$ cat src/rtl/dmt_pkg.sv
package dmt_pkg;
  localparam int SEL_W    = 3;
  localparam int EN_BIT   = 7;
  localparam int MODE_BIT = 6;
  localparam int WOVF_BIT = 4;
  localparam int IOVF_BIT = 3;

  function automatic int unsigned div_shift(input logic [SEL_W-1:0] sel);
    case (sel)
      3'd0: div_shift = 0;
      3'd1: div_shift = 2;
      3'd2: div_shift = 4;
      3'd3: div_shift = 5;
      3'd4: div_shift = 6;
      3'd5: div_shift = 8;
      3'd6: div_shift = 10;
      default: div_shift = 12;
    endcase
  endfunction
endpackage

$ cat src/rtl/dmt_prescaler.sv
module dmt_prescaler #(
  parameter int PRE_W = 12
) (
  input  logic                      clk,
  input  logic                      rst,
  input  logic [dmt_pkg::SEL_W-1:0] sel_i,
  output logic                      tick_o
);
  logic [PRE_W-1:0] pre_cnt;
  logic [PRE_W-1:0] mask;

  always_ff @(posedge clk) begin
    if (rst) pre_cnt <= '0;
    else     pre_cnt <= pre_cnt + 1'b1;
  end

  always_comb begin
    mask   = (PRE_W'(1) << dmt_pkg::div_shift(sel_i)) - PRE_W'(1);
    tick_o = ((pre_cnt & mask) == mask);
  end


  tick_gap_chk: assert property (@(posedge clk) disable iff (rst)
    (tick_o && sel_i != '0) |=> (sel_i == '0 || !tick_o));
endmodule

$ cat src/rtl/dmt_counter.sv
module dmt_counter #(
  parameter int CNT_W = 8
) (
  input  logic             clk,
  input  logic             rst,
  input  logic             en_i,
  input  logic             tick_i,
  input  logic             load_i,
  input  logic [CNT_W-1:0] load_val_i,
  output logic [CNT_W-1:0] cnt_o,
  output logic             ovf_o
);
  always_comb ovf_o = en_i && tick_i && !load_i && (cnt_o == '1);

  always_ff @(posedge clk) begin
    if (rst)                cnt_o <= '0;
    else if (load_i)        cnt_o <= load_val_i;
    else if (en_i && tick_i) cnt_o <= cnt_o + 1'b1;
  end


  hold_when_off_chk: assert property (@(posedge clk) disable iff (rst)
    (!en_i && !load_i) |=> $stable(cnt_o));

  wrap_zero_chk: assert property (@(posedge clk) disable iff (rst)
    ovf_o |=> (cnt_o == '0));
endmodule

$ cat src/rtl/dmt_ctrl.sv
module dmt_ctrl #(
  parameter int RST_CYCLES = 16
) (
  input  logic                      clk,
  input  logic                      rst,
  input  logic                      wr_i,
  input  logic [7:0]                wdata_i,
  input  logic                      ovf_i,
  output logic                      en_o,
  output logic                      wd_o,
  output logic [dmt_pkg::SEL_W-1:0] sel_o,
  output logic                      wovf_o,
  output logic                      iovf_o,
  output logic                      rst_req_o,
  output logic [7:0]                ctrl_o
);
  import dmt_pkg::*;
  localparam int RW = $clog2(RST_CYCLES + 1);

  logic [RW-1:0] rst_cnt;
  logic          ctl_unused;
  assign ctl_unused = wdata_i[5];

  always_ff @(posedge clk) begin
    if (rst) begin
      en_o   <= 1'b0;
      wd_o   <= 1'b0;
      sel_o  <= '0;
      wovf_o <= 1'b0;
      iovf_o <= 1'b0;
    end else begin
      if (wr_i) begin
        en_o  <= wdata_i[EN_BIT];
        wd_o  <= wdata_i[MODE_BIT];
        sel_o <= wdata_i[SEL_W-1:0];
      end
      wovf_o <= (ovf_i && wd_o)  || (wovf_o && !(wr_i && !wdata_i[WOVF_BIT]));
      iovf_o <= (ovf_i && !wd_o) || (iovf_o && !(wr_i && !wdata_i[IOVF_BIT]));
    end
  end

  always_ff @(posedge clk) begin
    if (rst)                rst_cnt <= '0;
    else if (ovf_i && wd_o) rst_cnt <= RW'(RST_CYCLES);
    else if (rst_cnt != '0) rst_cnt <= rst_cnt - 1'b1;
  end

  always_comb begin
    rst_req_o = (rst_cnt != '0);
    ctrl_o    = {en_o, wd_o, 1'b0, wovf_o, iovf_o, sel_o};
  end


  iovf_mode_chk: assert property (@(posedge clk) disable iff (rst)
    $rose(iovf_o) |-> !$past(wd_o));

  wovf_mode_chk: assert property (@(posedge clk) disable iff (rst)
    $rose(wovf_o) |-> $past(wd_o));

  rst_req_cause_chk: assert property (@(posedge clk) disable iff (rst)
    $rose(rst_req_o) |-> $past(ovf_i && wd_o));
endmodule

$ cat src/rtl/dual_mode_timer.sv
module dual_mode_timer #(
  parameter int CNT_W      = 8,
  parameter int PRE_W      = 12,
  parameter int RST_CYCLES = 16
) (
  input  logic             clk,
  input  logic             rst,
  input  logic             bus_wr,
  input  logic             bus_sel,
  input  logic [CNT_W-1:0] bus_wdata,
  output logic [CNT_W-1:0] bus_rdata,
  output logic             irq_o,
  output logic             rst_req_o
);
  logic                      en, wd, tick, ovf, wovf, iovf;
  logic [dmt_pkg::SEL_W-1:0] sel;
  logic [CNT_W-1:0]          cnt;
  logic [7:0]                ctrl;

  dmt_prescaler #(.PRE_W(PRE_W)) u_pre (
    .clk(clk), .rst(rst), .sel_i(sel), .tick_o(tick)
  );

  dmt_counter #(.CNT_W(CNT_W)) u_cnt (
    .clk(clk), .rst(rst), .en_i(en), .tick_i(tick),
    .load_i(bus_wr && !bus_sel), .load_val_i(bus_wdata),
    .cnt_o(cnt), .ovf_o(ovf)
  );

  dmt_ctrl #(.RST_CYCLES(RST_CYCLES)) u_ctrl (
    .clk(clk), .rst(rst), .wr_i(bus_wr && bus_sel), .wdata_i(bus_wdata[7:0]),
    .ovf_i(ovf), .en_o(en), .wd_o(wd), .sel_o(sel), .wovf_o(wovf),
    .iovf_o(iovf), .rst_req_o(rst_req_o), .ctrl_o(ctrl)
  );

  always_comb begin
    bus_rdata = bus_sel ? CNT_W'(ctrl) : cnt;
    irq_o     = iovf;
  end


  irq_follows_flag_chk: assert property (@(posedge clk) disable iff (rst)
    $rose(irq_o) |-> $past(ovf && !wd));
endmodule

$ cat config.mk
export PLATFORM = sky130hd
export DESIGN_NAME = dual_mode_timer
export DESIGN_NICKNAME = d
export VERILOG_FILES = /design/src/rtl/dmt_pkg.sv /design/src/rtl/dmt_prescaler.sv /design/src/rtl/dmt_counter.sv /design/src/rtl/dmt_ctrl.sv /design/src/rtl/dual_mode_timer.sv
export SDC_FILE = /design/constraint.sdc
export NUM_CORES = 1
export LEC_CHECK = 0
export ABC_AREA = 0
export CORE_MARGIN = 2
export CORE_UTILIZATION = 60
export CTS_CLUSTER_DIAMETER = 200
export DETAILED_ROUTE_END_ITERATION = 10
export DONT_BUFFER_PORTS = 1
export PLACE_DENSITY = 0.86
export SLEW_MARGIN = 0
export SYNTH_ARGS = -nofsm -noshare
export SYNTH_HDL_FRONTEND = slang
export SYNTH_SLANG_ARGS = --single-unit
$ cat constraint.sdc
create_clock -name clk -period 6.1 [get_ports clk]
set_input_delay 0.61 -clock clk [delete_from_list [all_inputs] [get_ports clk]]
set_output_delay 0.61 -clock clk [all_outputs]
set_load 0.05 [all_outputs]
=== Yosys cells after proc, flatten, opt, wreduce, memory -nomap -nowiden ===
Index checks and enable logic that the tools add are counted.

* Flip-flop bits (word level): 32
* Input bits: 12
* Output and inout bits: 10
* Word-level logic and storage cells: 54

* $add $sub $neg: 4
* Equal/unequal tests: 8
* Shift operators: 1
* Muxes and demuxes: 6
* Bitwise gates (word level): 1
* Reductions and logical operators: 25

{| class="wikitable"
|+ Operators by type and width
! operator !! count
|-
| 4-bit case mux with 7 select lines || 1
|-
| 8-bit 2-to-1 mux || 3
|-
| 12-bit by 1-bit adder with 12-bit output (second input constant) || 1
|-
| 12-bit AND || 1
|-
| 12-bit == test || 1
|-
| 1-bit by 4-bit << shifter with 12-bit output (first input constant) || 1
|-
| 12-bit by 2-bit subtractor with 12-bit output (second input constant) || 1
|-
| 1-bit logical AND || 11
|-
| 5-bit 2-to-1 mux || 2
|-
| 3-bit == test (second input constant) || 3
|-
| 8-bit by 1-bit adder with 8-bit output (second input constant) || 1
|-
| 8-bit == test (second input constant) || 1
|-
| 1-bit logical NOT || 7
|-
| 3-bit by 2-bit == test with 1-bit output (second input constant) || 2
|-
| 5-bit nonzero test || 1
|-
| 5-bit by 1-bit subtractor with 5-bit output (second input constant) || 1
|-
| 2-bit nonzero test || 2
|-
| 3-bit by 1-bit == test with 1-bit output (second input constant) || 1
|-
| 3-bit logical NOT || 1
|-
| 1-bit logical OR || 2
|-
| 2-bit OR reduction || 1
|}

=== Depth between registers and ports, before layout ===
* Depth in word-level cells: 11
* Depth in mapped cells: 11
* Depth with buffers taken out: 8

=== Cells and area by module ===
A second synthesis with hierarchy kept.

* Cell total of the unflattened synthesis: 210
* Area, all modules: 1871.8 um^2

{| class="wikitable"
|+ By module, submodules not included
! module !! times used !! cells an instance !! area each (um^2) !! seq. area each (um^2)
|-
| dmt_prescaler || 1 || 86 || 738.2 || 240.2
|-
| dmt_ctrl || 1 || 59 || 538.0 || 240.2
|-
| dmt_counter || 1 || 54 || 447.9 || 160.2
|-
| dual_mode_timer || 1 || 11 || 147.6 || 0.0
|}

=== Least setup slack after synthesis ===
No wires, ideal clock.

* Path type: input -> output
* Start: input bus_sel
* End: output bus_rdata[7]
* Arrival: 2.091 ns
* Data required time: 5.490 ns
* Path slack: 3.399 ns
* Cell stages on the path: 3
* Path buffers: 2
* Cell sequence: clkbuf_1 > clkbuf_1 > o21ai_0

* Word-level cells in the longest chain between the ends: 1

{| class="wikitable"
|+ Ends and longest elaborated chain
! element !! line !! text
|-
| from (decl) || dual_mode_timer.sv:9 || <nowiki>input logic bus_sel,</nowiki>
|-
| 8-bit 2-to-1 mux || dual_mode_timer.sv:37 || <nowiki>bus_rdata = bus_sel ? CNT_W'(ctrl) : cnt;</nowiki>
|-
| to (decl) || dual_mode_timer.sv:11 || <nowiki>output logic [CNT_W-1:0] bus_rdata,</nowiki>
|}

Every way passes these cells.

=== Worst setup path after layout ===
* Start: register u_ctrl.rst_cnt[0]
* End: output rst_req_o

* Word-level cells in the longest chain between the ends: 1

{| class="wikitable"
|+ Ends and longest elaborated chain
! element !! line !! text
|-
| from (decl) || dmt_ctrl.sv:20 || <nowiki>logic [RW-1:0] rst_cnt;</nowiki>
|-
| from (signal assigned) || dmt_ctrl.sv:44 || <nowiki>else if (ovf_i && wd_o) rst_cnt <= RW'(RST_CYCLES);</nowiki>
|-
| from (signal assigned) || dmt_ctrl.sv:45 || <nowiki>else if (rst_cnt != '0) rst_cnt <= rst_cnt - 1'b1;</nowiki>
|-
| 5-bit nonzero test || dmt_ctrl.sv:49 || <nowiki>rst_req_o = (rst_cnt != '0);</nowiki>
|-
| to (decl) || dual_mode_timer.sv:13 || <nowiki>output logic rst_req_o</nowiki>
|}

Every way passes these cells.

==> summary.txt <==
Setup path
  • Crit-path max FO: 6
  • Critical Path Sink Type: output port
  • Kind of critical path: reg -> out
  • Data required time of the worst path: 5.49 ns
  • Startpoint Class: flip-flop
  • Arrival @ worst endpoint: 2.24 ns

Layout
  • Commonest non-fill, non-tap cells in the layout: dfxtp_1, nor2_1, nand3_1
  • Cell Count, Final, Fillers Out: 247
  • Design Area, Final: 1820 µm²
  • Final core utilization: 60.7%
  • Antenna cell count: 0
  • Area Overhead vs Synth: -1.82%
  • Layout Nets: 230
  • FF/Latch Area: 641 µm²
  • Number of fill cells: 261
  • Share of layout cells above drive strength 1: 8.41%
  • Commonest non-fill, non-tap cell in the layout: dfxtp_1
  • Multi-input gate area: 1040 µm²

Route
  • DR WL/cell: 14.8 µm
  • # DRC: 0
  • Total number of vias: 1541
  • Post-route ant nets: 0
  • Iter 0 DRT Violations: 96
  • Drt pass-1 iters: 4
  • Post-Route WL: 3660 µm
  • Drt via density: 6.24

Place
  • I/O Buffers: 0
  • Post-DP Area: 1760 µm²
  • DP Wirelength: 2570 µm
  • Placed Instances: 239
  • Routability Congestion: 0.808

Timing
  • Period utilization: 46.7%
  • Worst Skew: 0.0131 ns
  • Maximum clock rate: 351 MHz
  • Setup Total Neg Slack: 0 ns
  • Worst-Margin Slew: 0.997 ns
  • Final hold viol count: 0
  • Final hold slack: 0.318 ns
  • Max Slew Vio Count: 0
  • Tmin final: 2.85 ns
  • Slew HR: 32.6%
  • RSZ-0062 raised after global routing: no
  • Setup violators final: 0

Logic synthesis
  • Seq/Total Area, Yosys: 34.5%
  • Synth Warn #: 0
  • Cell area after synthesis: 1860 µm²
  • EDFF count, synth: 0
  • Yosys top cell by area: dfxtp_1
  • Avg Inst Size Synth: 8.40 µm²
  • Ys flop type: dfxtp_1
  • Ranking of synthesized cells by area: dfxtp_1, nand3_1, nor2_1
  • Post-synth cell types: 47
  • Yosys top cell area share: 34.5%
  • FF+latch count, synth: 32
  • Syn nets: 238
  • Synth async-reset ratio: 0%
  • Syn Inst Count: 221

Pwr
  • Sw Share: 36.1%
  • NetSw: 0.194 mW
  • Clock Power Share: 24.0%
  • Peak supply drop: 334 µV
  • Reg power frac: 47.1%
  • Int Power: 0.344 mW
  • Combinational share of power: 29.0%
  • Leak: 0.644 nW
  • PD cells: 295 nW/µm²

Floorplanning
  • Die area: 3550 µm²
  • Core box area: 3000 µm²
  • Chip Height: 59.6 µm
  • Effective utilization at floorplan: 61.8%
  • Ports: 22
  • Die W: 59.6 µm
  • Site row count: 20

Global routing
  • Vias in the first global route: 1344
  • Largest net degree at the start of global routing: 33
  • First-pass GRT wire length: 6070 µm
  • Gr usage total: 22.7%
  • Initial antenna violation count: 0
  • Overflow after GRT: 0

Job
  • Max-Cap Viols: 0

CTS
  • Postcts setup bufs: 0
  • Total CTS buffers: 5
  • Clk root buf: clkbuf_4
  • Clk slew on worst S/H paths: 0.11 ns
  • Number of H-tree levels: 2
  • Clock latency on the worst-skew pair: 0.34 ns
  • Post-cts resize count: 0
  • TritonCTS clock tree: yes
  • CTS sink count: 32
  • Clk buf depth: 2
  • Hold buffer count at cts: 0

Worst hold path
  • Type of the worst min-delay path: in -> reg

Outcome
  • Outcome: completed
## worst paths after layout
path / startpoint / slack [ns] / cells after the start / endpoint
max: u_ctrl.rst_cnt[0] / 3.25 / 4 / rst_req_o
min: rst / 0.32 / 1 / u_pre.pre_cnt[0]
max reg2reg: u_ctrl.sel_o[2] / 3.39 / 8 / u_cnt.cnt_o[3]
min reg2reg: u_ctrl.wovf_o / 0.48 / 2 / u_ctrl.wovf_o
## cells by family after synthesis
family,count (synthesis),synth area share (%)
AO/OA/AOI/OAI,44,16.2
buffers and inverters,24,9.17
adder cells (fa/ha/maj),5,3.37
other,1,0.202
XOR/XNOR,13,6.14
AND/OR/NAND/NOR,94,25.6
multiplexers,8,4.79
flip-flops,32,34.5
## area by class of cell
type,count,share of cell area [%]
inverters,9,1.85
clock inverters,2,0.549
multi-input cells,165,57.3
flip-flops and latches,32,35.2
clock buffers,6,2.82
well taps,33,2.27
## power groups by stage
| stage | logic, mW | registers [mW] | clock network [mW] |
|---|---|---|---|
| 2_1_floorplan | 0.152 | 0.251 | 0 |
| 3_3_place_gp | 0.152 | 0.258 | 0 |
| 3_5_place_dp | 0.156 | 0.258 | 0 |
| 4_1_cts | 0.157 | 0.253 | 0.129 |
| 5_1_grt | 0.175 | 0.256 | 0.139 |
| 6_report | 0.156 | 0.253 | 0.129 |
## Yosys cell counts (2+ instances only)
cell type  count
or3_1          3
nor4_1         7
nor3_1         5
ha_1           5
buf_6          3
xor2_1         7
and3_1         6
nand4b_1       2
a21oi_1       12
nor2_1        23
nand3_1       20
mux2_2         6
nand2b_1       3
a21boi_0       2
dfxtp_1       32
clkbuf_8       4
o21ai_1        7
o21ai_0        5
inv_1          8
nand2_1       16
clkbuf_1       5
o31ai_1        3
or4_1          3
xnor2_1        6
a311oi_1       6
## metal layers
layer | track usage (%) | vias to the layer above | part of all wire (%)
li1 | - | 779 | -
met1 | 30.3 | 715 | 46
met2 | 33.3 | 38 | 47
met3 | 7.21 | 9 | 4.9
met4 | 10.2 | 0 | 1.9
met5 | 0 | - | 0
## through the flow
stage,power [mW],setup WS [ns]
after global placement,0.409,3.56
after CTS,0.539,3.25
after floorplan,0.403,3.40
after detailed placement,0.414,3.44
final,0.538,3.25
after global routing,0.570,3.06
## worst max-delay path, cell delays in order (launching register included)
cell	delay, ns
dfxtp_1	0.33
inv_1	0.11
ha_1	0.18
nor4b_1	0.80
inv_1	0.48
## registers in the layout (all words and copies together), names as in the netlist
| name | flops |
|---|---|
| u_cnt.cnt_o | 8 |
| u_ctrl.en_o | 1 |
| u_ctrl.iovf_o | 1 |
| u_ctrl.rst_cnt | 5 |
| u_ctrl.sel_o | 3 |
| u_ctrl.wd_o | 1 |
| u_ctrl.wovf_o | 1 |
| u_pre.pre_cnt | 12 |
Power figures use the tool's default switching activity.
